--- config.mk ---
export PLATFORM = sky130hd
export DESIGN_NAME = cache_stat_counters
export DESIGN_NICKNAME = d
export VERILOG_FILES = /design/src/rtl/cache_stat_pkg.sv /design/src/rtl/stat_counter.sv /design/src/rtl/stat_rd_mux.sv /design/src/rtl/cache_stat_counters.sv
export SDC_FILE = /design/constraint.sdc
export NUM_CORES = 1
export LEC_CHECK = 0
export CORE_MARGIN = 2
export CORE_UTILIZATION = 50
export DETAILED_ROUTE_END_ITERATION = 12
export GPL_TIMING_DRIVEN = 0
export HOLD_SLACK_MARGIN = 0.15
export PLACE_DENSITY = 0.93
export RECOVER_POWER = 50
export SETUP_SLACK_MARGIN = 0.1
export SLEW_MARGIN = 20
export SYNTH_ARGS = -nofsm -noshare
export SYNTH_HDL_FRONTEND = slang
export SYNTH_SLANG_ARGS = --single-unit
--- constraint.sdc ---
create_clock -name clk_i -period 2.8 [get_ports clk_i]
set_input_delay 0.28 -clock clk_i [delete_from_list [all_inputs] [get_ports clk_i]]
set_output_delay 0.28 -clock clk_i [all_outputs]
set_load 0.02 [all_outputs]
--- src/rtl/cache_stat_pkg.sv ---
package cache_stat_pkg;
  typedef enum logic [1:0] {
    SEL_NONE = 2'd0,
    SEL_HIT  = 2'd1,
    SEL_MISS = 2'd2
  } rd_sel_e;
endpackage

--- src/rtl/stat_counter.sv ---
module stat_counter #(
  parameter int W = 32
) (
  input  logic         clk_i,
  input  logic         rst_ni,
  input  logic         inc_i,
  input  logic         clr_i,
  output logic [W-1:0] cnt_o
);
  localparam logic [W-1:0] ONE = W'(1);

  always_ff @(posedge clk_i or negedge rst_ni) begin
    if (!rst_ni)    cnt_o <= '0;
    else if (clr_i) cnt_o <= '0;   // clear wins over increment
    else if (inc_i) cnt_o <= cnt_o + ONE;
  end

  a_r6_clear: assert property (@(posedge clk_i) disable iff (!rst_ni)
    clr_i |=> cnt_o == '0);
  a_r2_step: assert property (@(posedge clk_i) disable iff (!rst_ni)
    (inc_i && !clr_i) |=> cnt_o == W'($past(cnt_o) + ONE));
  a_r8_wrap: assert property (@(posedge clk_i) disable iff (!rst_ni)
    (inc_i && !clr_i && cnt_o == '1) |=> cnt_o == '0);
  a_r5_hold: assert property (@(posedge clk_i) disable iff (!rst_ni)
    (!inc_i && !clr_i) |=> $stable(cnt_o));
endmodule

--- src/rtl/stat_rd_mux.sv ---
module stat_rd_mux
  import cache_stat_pkg::*;
#(
  parameter int W = 32
) (
  input  logic         hit_rd_i,
  input  logic         miss_rd_i,
  input  logic [W-1:0] hit_cnt_i,
  input  logic [W-1:0] miss_cnt_i,
  output logic [W-1:0] rd_data_o
);
  rd_sel_e sel;

  always_comb begin
    if (hit_rd_i)       sel = SEL_HIT;
    else if (miss_rd_i) sel = SEL_MISS;
    else                sel = SEL_NONE;
  end

  always_comb begin
    unique case (sel)
      SEL_HIT:  rd_data_o = hit_cnt_i;
      SEL_MISS: rd_data_o = miss_cnt_i;
      default:  rd_data_o = '0;
    endcase
  end
endmodule

--- src/rtl/cache_stat_counters.sv ---
module cache_stat_counters #(
  parameter int CNT_W   = 32,
  parameter bit HAS_CNT = 1'b1
) (
  input  logic             clk_i,
  input  logic             rst_ni,
  input  logic             lkp_hit_i,
  input  logic             lkp_miss_i,
  input  logic             lkp_cacheable_i,
  input  logic             en_wr_i,
  input  logic             en_wdata_i,
  input  logic             hit_wr_i,
  input  logic             miss_wr_i,
  input  logic             hit_rd_i,
  input  logic             miss_rd_i,
  output logic             stat_en_o,
  output logic [CNT_W-1:0] hit_cnt_o,
  output logic [CNT_W-1:0] miss_cnt_o,
  output logic [CNT_W-1:0] rd_data_o
);
  always_ff @(posedge clk_i or negedge rst_ni) begin
    if (!rst_ni)      stat_en_o <= 1'b1;
    else if (en_wr_i) stat_en_o <= en_wdata_i;
  end

  a_r4_en_write: assert property (@(posedge clk_i) disable iff (!rst_ni)
    en_wr_i |=> stat_en_o == $past(en_wdata_i));
  a_r11_excl: assert property (@(posedge clk_i) disable iff (!rst_ni)
    !(lkp_hit_i && lkp_miss_i));

  generate
    if (HAS_CNT) begin : g_cnt
      logic qual;
      assign qual = stat_en_o & lkp_cacheable_i;

      stat_counter #(.W(CNT_W)) u_hit (
        .clk_i (clk_i),
        .rst_ni(rst_ni),
        .inc_i (qual & lkp_hit_i),
        .clr_i (hit_wr_i),
        .cnt_o (hit_cnt_o)
      );

      stat_counter #(.W(CNT_W)) u_miss (
        .clk_i (clk_i),
        .rst_ni(rst_ni),
        .inc_i (qual & lkp_miss_i),
        .clr_i (miss_wr_i),
        .cnt_o (miss_cnt_o)
      );

      a_r5_frozen: assert property (@(posedge clk_i) disable iff (!rst_ni)
        (!stat_en_o && !hit_wr_i && !miss_wr_i) |=>
          ($stable(hit_cnt_o) && $stable(miss_cnt_o)));
      a_r3_noncache: assert property (@(posedge clk_i) disable iff (!rst_ni)
        (!lkp_cacheable_i && !hit_wr_i && !miss_wr_i) |=>
          ($stable(hit_cnt_o) && $stable(miss_cnt_o)));
    end else begin : g_none
      assign hit_cnt_o  = '0;
      assign miss_cnt_o = '0;
    end
  endgenerate

  stat_rd_mux #(.W(CNT_W)) u_rd (
    .hit_rd_i  (hit_rd_i),
    .miss_rd_i (miss_rd_i),
    .hit_cnt_i (hit_cnt_o),
    .miss_cnt_i(miss_cnt_o),
    .rd_data_o (rd_data_o)
  );
endmodule

==> out/qor.csv <==
stage,metric,value,unit
pwr,seq_power_share,47.8,%
worst_setup_path,cp.required,2.52,ns
sta,setup_tns,0,ns
pwr,switching_share,24.2,%
pwr,power.internal,0.00151,W
sta,hold_violations,0,
pwr,p_per_area,397,nW/um^2
worst_setup_path,r2r_start,stat_en_o,
worst_setup_path,arrival,2.20,ns
clock_network,cts_root_buf,clkbuf_8,
pwr,total_power,0.00199,W
worst_setup_path,critPathLaunch,miss_rd_i,
logic_synthesis,yosys_warnings,0,
worst_setup_path,slowest_stage,clkdlybuf4s50_1,
worst_setup_path,startpoint_type,primary input,
sta,timing.hold.ws,0.288,ns
sta,fin_crit,2.48,ns
placed_design,place_ws,0.164,ns
sta,setup_viol,0,
sta,skew,0.0134,ns
worst_setup_path,end_kind,output port,
clock_network,cts_tree,built,
global_route,grt_pass1_wl,17.3,mm
floorplan,die_w,89.0,um
floorplan,start_util,52.3,%
logic_synthesis,synth_fp_nets,394,
placed_design,dp_hpwl,8.42,mm
finish,diodes,0,
route,postRouteAntennaNets,0,
pwr,pwr-share-clk,46.7,%
route,detail_route.iter0.violations,225,
run,max_cap_viol_count,0,
sta,relSlewSlack,4.54,%
clock_network,post_cts_buffers,0,
floorplan,dieArea,7920,um^2
floorplan,ios,108,
route,first_pass_iters,5,
min_path,holdCritStartpoint,hit_wr_i,
finish,drive_gt1_share,5.57,%
logic_synthesis,synth_seq_cells,65,
global_route,grt-ovfl-total,0,
pwr,leakage,2.12,nW
sta,grt_setup_unrepaired,no,
route,drc,0,
pwr,power_switching,0.000482,W
sta,tightest_slew,1.43,ns
finish,utilization,72.4,%
route,wl_met2,5.77,mm
route,routed_wl,11.2,mm
clock_network,clock_latency,0.36,ns
worst_setup_path,crit_top_cell,clkdlybuf4s50_1,
worst_setup_path,worst-path-buf-inv,4,
clock_network,cts_buffer_depth,2,
placed_design,place_congestion,0.933,
worst_setup_path,cp_cell_sequence,"clkdlybuf4s50_1, nor2b_1, clkbuf_1, clkbuf_2, a22o_1, clkdlybuf4s50_1",
sta,max_freq,403,MHz
finish,area_growth,38.5,%
worst_setup_path,path_delay_family,buffers and inverters,
global_route,grt_pass1_vias,3328,
logic_synthesis,avgSynthCellArea,9.48,um^2
route,viasPerCell,5.97,
logic_synthesis,synth_cells,381,
route,route.met3.wl,744,um
sta,drv_slew,0,
sta,setup_ws,0.318,ns
global_route,grt_antenna_before_repair,0,
clock_network,cts.htree.levels,3,
pwr,peakVddDrop,0.000319,V
clock_network,clkTransAtPathRegs,0.07,ns
finish,layout.nets,511,
worst_setup_path,path_max_fanout,10,
floorplan,coreArea,6910,um^2
clock_network,numCtsBuffers,9,
floorplan,dieHeight,89.0,um
global_route,grt.total_usage,29.1,%
logic_synthesis,seq_area_frac_synth,45.1,%
floorplan,fp-row-count,30,
sta,timing.final.crit_share,88.7,%
route,routedWlPerCell,18.7,um
worst_setup_path,crit_type,in -> out,
pwr,comb_power_share,5.5,%
route,top_layer,met4,
global_route,grt_max_degree,42,
clock_network,clock_sinks,65,
logic_synthesis,synth_area,3610,um^2
route,wl_met1,4.46,mm
worst_setup_path,slowest_delay,0.63,ns
logic_synthesis,yosys.cell_types.count,30,
route,vias,3577,
placed_design,port_buffers,104,
min_path,hold_class,in -> reg,
outcome,outcome,"finished, final reports clean",
metrics by stage:
step | cells | area [um^2]
detailed placement | 582 | 4790
global placement | 581 | 4770
finish | 599 | 5000
global route | 599 | 5000
CTS | 599 | 5030
floorplan | 381 | 3610
Yosys cell counts (all sizes together):
cell type	instances	area (um^2)
a21oi	3	15.0
a22o	32	280
a31oi	2	12.5
and2	2	12.5
and3	10	62.6
and4	2	17.5
clkbuf	17	63.8
dfrtp	64	1600
dfstp	1	26.3
ha	2	25.0
inv	3	11.3
mux2	1	11.3
mux2i	2	20.0
nand2	22	82.6
nand2b	1	6.26
nand3	23	125
nand4	35	225
nor2	73	274
nor2b	2	12.5
nor3	7	46.3
nor4	12	130
o21ai	3	15.0
or3	3	18.8
xnor2	11	96.3
xor2	48	420
flip-flops by register name, indices dropped and copies added (netlist names):
signal and flops:
stat_en_o 1, g_cnt.u_hit.cnt_o 32, g_cnt.u_miss.cnt_o 32
cells by family (layout without fill, tap and decap cells):
logic type	count (synthesis)	after routing	share of synthesized area (%)
AO/OA/AOI/OAI	40	40	8.94
XOR/XNOR	59	59	14.3
adder cells (fa/ha/maj)	2	2	0.693
buffers and inverters	20	142	2.08
flip-flops	65	65	45.1
multiplexers	3	3	0.866
AND/OR/NAND/NOR	192	192	28.1
worst paths after layout:
path	endpoint	slack [ns]	cells after the start
setup / recovery	rd_data_o[17]	0.32	6
hold / removal	g_cnt.u_hit.cnt_o[28]	0.29	2
setup reg to reg	g_cnt.u_hit.cnt_o[31]	0.35	5
hold reg to reg	g_cnt.u_miss.cnt_o[31]	0.59	2
max in group asynchronous	g_cnt.u_hit.cnt_o[29]	1.13	3
min in group asynchronous	g_cnt.u_hit.cnt_o[6]	0.78	2
routing by layer:
layer / vias up / track usage (%)
met4: 0 / 10.4
met3: 21 / 3.60
met1: 1778 / 38.0
li1: 1604 / -
met2: 174 / 49.9
met5: - / 0
cell usage in the layout, fill, tap and decap left out, drive strengths merged, types with 3 or more instances in the layout:
master and n:
a21oi 3, a22o 32, and3 10, clkbuf 28
clkdlybuf4s50 75, dfrtp 64, dlygate4sd3 29, inv 4
nand2 22, nand3 23, nand4 35, nor2 73
nor3 7, nor4 12, o21ai 3, or3 3
xnor2 11, xor2 48
cell type report:
class,count,area (um^2)
clock buffers,10,138
repair buffers,106,1060
inverters,3,11.3
multi-input cells,296,1880
fillers,530,1900
clock inverters,6,90.1
flip-flops and latches,65,1630
plain buffers,17,67.6
well taps,96,120
timing repair:
item | in CTS | in global routing
resized for setup | 0 | 6
setup endpoints to repair | 0 | 15
hold endpoints to repair | 24 | 0
hold buffers | 1 | 0
power groups by stage:
stage | Sequential [W] | Combinational (W) | Clock [W]
after floorplan | 0.000973 | 0.0000458 | 0
after global placement | 0.000970 | 0.000103 | 0
after detailed placement | 0.000970 | 0.000109 | 0
after CTS | 0.000951 | 0.000111 | 0.000922
after global routing | 0.000951 | 0.000120 | 0.000966
final | 0.000950 | 0.000109 | 0.000929
Note: power is estimated with default switching activity, not from simulation.
